`src/rtl/pw_pkg.sv`:
```
package pw_pkg;
  typedef enum logic [1:0] {
    ST_IDLE = 2'd0,
    ST_DIR  = 2'd1,
    ST_TBL  = 2'd2,
    ST_DONE = 2'd3
  } walk_st_t;

  typedef enum logic {
    LVL_DIR = 1'b0,
    LVL_TBL = 1'b1
  } walk_lvl_t;

  localparam int ENTRY_SHIFT = 2;
endpackage

```
`src/rtl/pw_rst_sync.sv`:
```
module pw_rst_sync (
  input  logic clk,
  input  logic rst_n,
  output logic rst_sync_n
);
  logic [1:0] sync_q;

  always_ff @(posedge clk or negedge rst_n) begin
    if (!rst_n) sync_q <= 2'b00;
    else        sync_q <= {sync_q[0], 1'b1};
  end

  assign rst_sync_n = sync_q[1];
endmodule

```
`src/rtl/pw_entry_addr.sv`:
```
module pw_entry_addr import pw_pkg::*; #(
  parameter int AW    = 32,
  parameter int OFF_W = 12,
  parameter int IDX_W = 10
) (
  input  logic [AW-OFF_W-1:0] frame_i,
  input  logic [IDX_W-1:0]    idx_i,
  output logic [AW-1:0]       addr_o
);
  logic [AW-1:0] page_base;
  logic [AW-1:0] byte_off;

  assign page_base = {frame_i, {OFF_W{1'b0}}};
  assign byte_off  = AW'(idx_i) << ENTRY_SHIFT;
  assign addr_o    = page_base + byte_off;
endmodule

```
`src/rtl/pw_ctrl.sv`:
```
module pw_ctrl import pw_pkg::*; (
  input  logic clk,
  input  logic rst_n,
  input  logic req_valid_i,
  input  logic mem_rvalid_i,
  input  logic entry_ok_i,
  output logic accept_o,
  output logic dir_take_o,
  output logic tbl_take_o,
  output logic sel_tbl_o,
  output logic busy_o,
  output logic done_o,
  output logic mem_req_o
);
  walk_st_t st_q, st_n;

  always_comb begin
    st_n     = st_q;
    accept_o = 1'b0;
    case (st_q)
      ST_IDLE: begin
        if (req_valid_i) begin
          accept_o = 1'b1;
          st_n     = ST_DIR;
        end
      end
      ST_DIR: begin
        if (mem_rvalid_i) st_n = entry_ok_i ? ST_TBL : ST_DONE;
      end
      ST_TBL: begin
        if (mem_rvalid_i) st_n = ST_DONE;
      end
      default: st_n = ST_IDLE;
    endcase
  end

  always_ff @(posedge clk or negedge rst_n) begin
    if (!rst_n) st_q <= ST_IDLE;
    else        st_q <= st_n;
  end

  assign dir_take_o = (st_q == ST_DIR) && mem_rvalid_i;
  assign tbl_take_o = (st_q == ST_TBL) && mem_rvalid_i;
  assign sel_tbl_o  = (st_q == ST_TBL);
  assign mem_req_o  = (st_q == ST_DIR) || (st_q == ST_TBL);
  assign busy_o     = (st_q != ST_IDLE);
  assign done_o     = (st_q == ST_DONE);
endmodule

```
`src/rtl/pw_datapath.sv`:
```
module pw_datapath import pw_pkg::*; #(
  parameter int DIR_W = 10,
  parameter int TBL_W = 10,
  parameter int OFF_W = 12
) (
  input  logic                         clk,
  input  logic                         rst_n,
  input  logic                         accept_i,
  input  logic                         dir_take_i,
  input  logic                         tbl_take_i,
  input  logic                         sel_tbl_i,
  input  logic [DIR_W+TBL_W+OFF_W-1:0] req_addr_i,
  input  logic [DIR_W+TBL_W+OFF_W-1:0] root_i,
  input  logic [DIR_W+TBL_W+OFF_W-1:0] rdata_i,
  output logic [DIR_W+TBL_W+OFF_W-1:0] mem_addr_o,
  output logic                         entry_ok_o,
  output logic [DIR_W+TBL_W+OFF_W-1:0] paddr_o,
  output logic                         fault_o,
  output logic                         fault_lvl_o
);
  localparam int AW      = DIR_W + TBL_W + OFF_W;
  localparam int BASE_W  = AW - OFF_W;
  localparam int IDX_MAX = (DIR_W > TBL_W) ? DIR_W : TBL_W;

  logic [AW-1:0]     lin_q, lin_n;
  logic [BASE_W-1:0] root_q, root_n;
  logic [BASE_W-1:0] tbase_q, tbase_n;
  logic [AW-1:0]     paddr_q, paddr_n;
  logic              fault_q, fault_n;
  walk_lvl_t         lvl_q, lvl_n;
  logic              res_ld;

  logic [BASE_W-1:0]  lvl_base [2];
  logic [IDX_MAX-1:0] lvl_idx  [2];
  logic [AW-1:0]      lvl_addr [2];

  logic unused_low_bits;
  assign unused_low_bits = ^{root_i[OFF_W-1:0], rdata_i[OFF_W-1:1]};

  assign entry_ok_o = rdata_i[0];

  assign lvl_base[0] = root_q;
  assign lvl_base[1] = tbase_q;
  assign lvl_idx[0]  = IDX_MAX'(lin_q[AW-1 -: DIR_W]);
  assign lvl_idx[1]  = IDX_MAX'(lin_q[OFF_W +: TBL_W]);

  for (genvar g = 0; g < 2; g++) begin : g_level
    pw_entry_addr #(
      .AW   (AW),
      .OFF_W(OFF_W),
      .IDX_W(IDX_MAX)
    ) u_ea (
      .frame_i(lvl_base[g]),
      .idx_i  (lvl_idx[g]),
      .addr_o (lvl_addr[g])
    );
  end

  assign mem_addr_o = sel_tbl_i ? lvl_addr[1] : lvl_addr[0];

  always_comb begin
    lin_n   = lin_q;
    root_n  = root_q;
    tbase_n = tbase_q;
    if (accept_i) begin
      lin_n  = req_addr_i;
      root_n = root_i[AW-1:OFF_W];
    end
    if (dir_take_i && entry_ok_o) tbase_n = rdata_i[AW-1:OFF_W];
  end

  assign res_ld = (dir_take_i && !entry_ok_o) || tbl_take_i;

  always_comb begin
    paddr_n = paddr_q;
    fault_n = fault_q;
    lvl_n   = lvl_q;
    if (res_ld) begin
      fault_n = !entry_ok_o;
      lvl_n   = tbl_take_i ? LVL_TBL : LVL_DIR;
      paddr_n = (tbl_take_i && entry_ok_o) ?
                {rdata_i[AW-1:OFF_W], lin_q[OFF_W-1:0]} : '0;
    end
  end

  always_ff @(posedge clk or negedge rst_n) begin
    if (!rst_n) begin
      lin_q   <= '0;
      root_q  <= '0;
      tbase_q <= '0;
      paddr_q <= '0;
      fault_q <= 1'b0;
      lvl_q   <= LVL_DIR;
    end else begin
      lin_q   <= lin_n;
      root_q  <= root_n;
      tbase_q <= tbase_n;
      paddr_q <= paddr_n;
      fault_q <= fault_n;
      lvl_q   <= lvl_n;
    end
  end

  assign paddr_o     = paddr_q;
  assign fault_o     = fault_q;
  assign fault_lvl_o = lvl_q;
endmodule

```
`src/rtl/pt_walker.sv`:
```
module pt_walker #(
  parameter int DIR_W = 10,
  parameter int TBL_W = 10,
  parameter int OFF_W = 12
) (
  input  logic                         clk,
  input  logic                         rst_n,
  input  logic [DIR_W+TBL_W+OFF_W-1:0] root_i,
  input  logic                         req_valid_i,
  input  logic [DIR_W+TBL_W+OFF_W-1:0] req_addr_i,
  output logic                         busy_o,
  output logic                         done_o,
  output logic [DIR_W+TBL_W+OFF_W-1:0] paddr_o,
  output logic                         fault_o,
  output logic                         fault_level_o,
  output logic                         mem_req_o,
  output logic [DIR_W+TBL_W+OFF_W-1:0] mem_addr_o,
  input  logic                         mem_rvalid_i,
  input  logic [DIR_W+TBL_W+OFF_W-1:0] mem_rdata_i
);
  logic rst_sync_n;
  logic accept, dir_take, tbl_take, sel_tbl, entry_ok;

  pw_rst_sync u_rst (
    .clk       (clk),
    .rst_n     (rst_n),
    .rst_sync_n(rst_sync_n)
  );

  pw_ctrl u_ctrl (
    .clk         (clk),
    .rst_n       (rst_sync_n),
    .req_valid_i (req_valid_i),
    .mem_rvalid_i(mem_rvalid_i),
    .entry_ok_i  (entry_ok),
    .accept_o    (accept),
    .dir_take_o  (dir_take),
    .tbl_take_o  (tbl_take),
    .sel_tbl_o   (sel_tbl),
    .busy_o      (busy_o),
    .done_o      (done_o),
    .mem_req_o   (mem_req_o)
  );

  pw_datapath #(
    .DIR_W(DIR_W),
    .TBL_W(TBL_W),
    .OFF_W(OFF_W)
  ) u_dp (
    .clk        (clk),
    .rst_n      (rst_sync_n),
    .accept_i   (accept),
    .dir_take_i (dir_take),
    .tbl_take_i (tbl_take),
    .sel_tbl_i  (sel_tbl),
    .req_addr_i (req_addr_i),
    .root_i     (root_i),
    .rdata_i    (mem_rdata_i),
    .mem_addr_o (mem_addr_o),
    .entry_ok_o (entry_ok),
    .paddr_o    (paddr_o),
    .fault_o    (fault_o),
    .fault_lvl_o(fault_level_o)
  );
endmodule

```
`config.mk`:
```
export PLATFORM = sky130hd
export DESIGN_NAME = pt_walker
export DESIGN_NICKNAME = d
export VERILOG_FILES = /design/src/rtl/pw_pkg.sv /design/src/rtl/pw_rst_sync.sv /design/src/rtl/pw_entry_addr.sv /design/src/rtl/pw_ctrl.sv /design/src/rtl/pw_datapath.sv /design/src/rtl/pt_walker.sv
export SDC_FILE = /design/constraint.sdc
export NUM_CORES = 1
export LEC_CHECK = 0
export CAP_MARGIN = 40
export CORE_MARGIN = 2
export CORE_UTILIZATION = 40
export DETAILED_ROUTE_END_ITERATION = 10
export GPL_TIMING_DRIVEN = 0
export MAX_ROUTING_LAYER = met4
export PLACE_DENSITY = 0.73
export SETUP_SLACK_MARGIN = 0.05
export SYNTH_ARGS = -nofsm -noshare
export SYNTH_HDL_FRONTEND = slang
export SYNTH_SLANG_ARGS = --single-unit
```
`constraint.sdc`:
```
create_clock -name clk -period 3.8 [get_ports clk]
set_clock_uncertainty 0.2 [all_clocks]
set_input_delay 0.76 -clock clk [delete_from_list [all_inputs] [get_ports clk]]
set_output_delay 0.76 -clock clk [all_outputs]
set_load 0.01 [all_outputs]
```
# Yosys cells after proc, flatten, opt, wreduce, memory -nomap -nowiden

Cells that the tools add are included.
Widths: inputs -> output; s select.

Add/sub/neg operators: 2
Eq/ne operators: 6
Mux-type cells: 10
Reduce and logical (&&, ||, !) cells: 11

Operator list:

| kind               | count |
|---|---|
| $add 32x12->32     | 2 |
| $mux 32            | 2 |
| $mux 2             | 3 |
| $ne 2x2->1 const B | 3 |
| $pmux 2 s3         | 1 |
| $logic_and 1x1->1  | 5 |
| $eq 2x2->1 const B | 2 |
| $mux 1             | 4 |
| $reduce_and 3->1   | 1 |
| $eq 2x1->1 const B | 1 |
| $logic_not 2->1    | 1 |
| $logic_or 1x1->1   | 2 |
| $reduce_bool 2->1  | 1 |
| $logic_not 1->1    | 1 |

Register bits after elaboration: 110
Bits of input ports: 100
Output and inout port bits: 69
Word-level logic and storage cells: 37

# Depth between registers and ports, before layout

Word-level depth: 4
Depth in mapped cells: 7
Depth with buffers taken out: 5

# Hierarchy

Synthesis repeated with hierarchy kept, for this count alone.

Cell total of the unflattened synthesis: 362
Area total of the unflattened synthesis: 5101.1 um^2

By module, submodules not included:

| module        | times used | cells each | area an instance (um^2) | seq. area each (um^2) |
|---|---|---|---|---|
| pw_datapath   | 1          | 273        | 4357.9                  | 2652.5 |
| pw_entry_addr | 2          | 33         | 244.0                   | 0.0 |
| pw_ctrl       | 1          | 20         | 201.4                   | 50.0 |
| pw_rst_sync   | 1          | 3          | 53.8                    | 50.0 |

# Worst setup path before layout

OpenSTA, ideal clock, no wires.

Kind: register to output
From: reg u_ctrl.st_q[0]
To: out mem_addr_o[12]
Arrival time: 1.323 ns
Required time: 2.840 ns
Setup slack: 1.517 ns
Stages on the path, launching flop included: 6
Buffers on the path: 2
Path through: dfrtp_1 > inv_1 > ha_1 > buf_6 > buf_2 > mux2_2

Longest elaborated chain between the ends: 2

Ends and longest elaborated chain:

| what                   | line              | text |
|---|---|---|
| start, declared        | pw_ctrl.sv:15     | `walk_st_t st_q, st_n;` |
| start signal, assigned | pw_ctrl.sv:39     | `else st_q <= st_n;` |
| $eq 2x2->1             | pw_ctrl.sv:44     | `assign sel_tbl_o = (st_q == ST_TBL);` |
| $mux 32                | pw_datapath.sv:59 | `assign mem_addr_o = sel_tbl_i ? lvl_addr[1] : lvl_addr[0];` |
| end, declared          | pt_walker.sv:17   | `output logic [DIR_W+TBL_W+OFF_W-1:0] mem_addr_o,` |

Every way passes these cells.

# Worst setup path after layout

From: reg u_ctrl.st_q[0]
To: out mem_addr_o[2]

Same word-level chain as after synthesis.

==> key figures <==
Status
  – Run status: complete, no violations

GRT
  – Maximum number of pins on one net before global-route repair: 58
  – Number of global-route vias before repair: 3221
  – Grt total ovfl: 0
  – GRT Overall Usage: 17.92%
  – Wire length of the first global-routing pass: 17110 um
  – Number of antenna violations at the first check in global routing: 0

STA
  – Worst Max-Slew Pin Slew: 0.6787 ns
  – Clock period minus worst slack: 3.319 ns
  – Worst max-slew margin expressed relative to the limit: 54.75%
  – Highest attainable clock frequency: 301.3 MHz
  – TNS Setup: 0 ns
  – Final max-slew violation count: 0
  – Final period utilization: 87.34%
  – Number of hold violations in the final report: 0
  – Final setup violation count: 0
  – Unrepaired setup endpoints after global routing: no

Route
  – Number of nets still failing antenna checks after routing: 0
  – First DRT Iteration DRCs: 62
  – Number of design rule violations left after detail routing: 0
  – Vias after detailed routing: 2912
  – Total Wirelength: 10300 um
  – Via density per instance: 4.927
  – Routed WL per cell: 17.43 um
  – Number of optimization iterations in the first detailed-route pass: 4

Critical path
  – Arrival time of data at the critical path endpoint: 2.36 ns
  – Worst Path Class, Setup: reg -> out
  – Startpoint types: flip-flop
  – Maximum cell stage delay along the critical path: 0.49 ns
  – Worst Path Max Fanout: 10
  – Crit path cell chain: inv_1 > ha_1 > buf_6 > buf_2 > mux2_2 > clkdlybuf4s50_1
  – Required arrival time at the worst endpoint: 2.84 ns
  – Critical path endpoint category: primary output
  – Library cell contributing the largest single delay on the critical path: sky130_fd_sc_hd__clkdlybuf4s50_1

Layout
  – Number of fill cells in the layout: 957
  – Area occupied by multi-input gates: 0.001663 mm^2
  – N_diodes: 0
  – Most common cell after layout, fill and taps aside: sky130_fd_sc_hd__clkdlybuf4s50_1
  – Layout Nets: 547
  – Highest-count cells in the layout ignoring fill and taps: 143 x sky130_fd_sc_hd__clkdlybuf4s50_1, 109 x sky130_fd_sc_hd__dfrtp_1, 82 x sky130_fd_sc_hd__mux2_2
  – Area growth from synthesis to final layout: 42.19%
  – Register Area: 0.002756 mm^2
  – Share of layout cells above drive strength 1: 31.70%

Power and ir drop
  – Power density relative to cell area: 850.8 mW/mm^2
  – Static Leak: 0.002885 uW
  – Worst voltage drop across the vdd grid: 0.0004089 V
  – Final Power: 5540 uW

Yosys
  – Synth Cell Area: 0.004579 mm^2
  – Number of distinct standard cells referenced by the synthesized netlist: 21
  – Synthesized instance count: 287
  – Average size of a mapped cell: 15.96 um^2
  – Number of warnings issued by yosys: 0
  – Post-synthesis sequential element count: 110
  – Portion of the post-synthesis area used by sequential elements: 60.11%

Clocking
  – Total number of H-tree levels: 3
  – Hold_buf cts: 0
  – Number of clock sinks: 110
  – Setup bufs post-CTS: 0
  – Clock latency on the worst-skew pair: 0.34 ns
  – TritonCTS Buffers: 9
  – CTS tree: yes
  – Post-CTS resize count: 0
  – Clock slew seen by the registers of the worst setup and hold paths: 0.08 ns
  – Clk buf depth: 2
  – Clk root buf: sky130_fd_sc_hd__clkbuf_16

Die
  – Number of rows created at floorplan: 39
  – Die Outline Area: 0.01232 mm^2
  – Effective utilization at floorplan: 40.63%
  – Chip Width: 111.0 um
  – Die boundary height: 111.0 um
  – Placeable core area: 0.01127 mm^2
  – Io pins: 169

Placement
  – Number of buffers added on ports: 143
  – Placed wire-length estimate after detailed placement: 7278 um
  – Routability-driven placement congestion ratio: 0.7170

Hold path
  – Type of the tightest min-delay check: reg -> reg

Run
  – Max-cap violations: 0
-- routing by layer --
layer	wire [um]	up-vias	GRT usage, %
met5	0	-	-
li1	-	1342	-
met3	525	8	3.882
met4	78	0	4.250
met1	4747	1475	24.15
met2	4949	87	28.06
-- state kept, by name, summed over array words and instances (netlist names) --
register and cells:
u_dp.root_q 20, u_dp.paddr_o 32, u_dp.tbase_q 20, u_rst.sync_q 2, u_dp.fault_lvl_o 1, u_dp.lin_q 32
u_dp.fault_o 1, u_ctrl.st_q 2
-- power breakdown --
group | internal (uW) | switching (uW) | leakage [uW]
Combinational | 1650 | 952 | 0.00140
Sequential | 1740 | 304 | 0.00135
Clock | 471 | 427 | 0.000134
Total | 3860 | 1680 | 0.00288
-- cell type report --
class                           instances  share of cell area (%)
Clock inverter                          5                  0.6726
Multi-Input combinational cell        153                   25.54
Inverter                                5                  0.2882
Buffer                                 20                   2.287
Clock buffer                           11                   3.728
Sequential cell                       110                   42.33
Timing Repair Buffer                  144                   22.41
Tap cell                              143                   2.748
-- final timing paths --
check | startpoint | endpoint | slack (ns) | cells after the start
worst max-delay path | u_ctrl.st_q[0] | mem_addr_o[2] | 0.48 | 6
worst min-delay path | u_rst.sync_q[0] | u_rst.sync_q[1] | 0.16 | 0
worst max register to register | u_ctrl.st_q[0] | u_dp.lin_q[24] | 1.84 | 5
worst min register to register | u_rst.sync_q[0] | u_rst.sync_q[1] | 0.16 | 0
max in group asynchronous | u_rst.sync_q[1] | u_dp.paddr_o[31] | 2.50 | 1
min in group asynchronous | u_rst.sync_q[1] | u_dp.lin_q[1] | 0.19 | 0
-- cell families (layout without fill, tap and decap cells) --
family | Yosys count | after routing | share of synthesized area [%]
adder cells (fa/ha/maj) | 4 | 4 | 1.093
flip-flops | 110 | 110 | 60.11
AND/OR/NAND/NOR | 5 | 5 | 0.7104
AO/OA/AOI/OAI | 37 | 37 | 7.077
buffers and inverters | 25 | 185 | 3.661
other | 2 | 3 | 0.1640
multiplexers | 104 | 104 | 27.19
-- through the flow --
stage,cells,instance area (um^2),utilization [%],setup WS (ns),hold WS [ns]
3_5_place_dp,575,6225,55.22,0.8238,0.1523
4_1_cts,591,6511,57.76,0.4454,0.1620
3_3_place_gp,574,6193,54.95,-0.8915,0.1353
6_report,591,6511,57.76,0.4812,0.1643
2_1_floorplan,288,4583,-,0.3088,0.1312
5_1_grt,591,6511,57.76,0.3745,0.1691
-- synth_stat cells --
master	instances	area, um^2
sky130_fd_sc_hd__mux2_2	82	923.4
sky130_fd_sc_hd__o21ai_4	1	16.27
sky130_fd_sc_hd__and3_1	1	6.260
sky130_fd_sc_hd__nand2_1	1	3.750
sky130_fd_sc_hd__inv_1	5	18.77
sky130_fd_sc_hd__buf_6	7	78.83
sky130_fd_sc_hd__a21oi_1	1	5.000
sky130_fd_sc_hd__buf_2	11	55.05
sky130_fd_sc_hd__o22ai_1	1	6.260
sky130_fd_sc_hd__o31ai_1	1	7.510
sky130_fd_sc_hd__a22o_1	33	289.0
sky130_fd_sc_hd__nand3_2	1	10.01
sky130_fd_sc_hd__buf_4	2	15.01
sky130_fd_sc_hd__nor2b_2	1	8.760
sky130_fd_sc_hd__dfrtp_1	110	2753
sky130_fd_sc_hd__mux2_1	1	11.26
sky130_fd_sc_hd__ha_1	4	50.05
sky130_fd_sc_hd__nor2_1	1	3.750
sky130_fd_sc_hd__conb_1	2	7.510
sky130_fd_sc_hd__mux2i_1	1	10.01
sky130_fd_sc_hd__mux2_4	20	300.3
-- worst max-delay path, delay by kind of cell, from the launching register on --
family,cells,cell delay [ns]
flip-flops,1,0.41
adder cells (fa/ha/maj),1,0.18
buffers and inverters,4,1.05
multiplexers,1,0.39
Note: power is estimated with default switching activity, not from simulation.
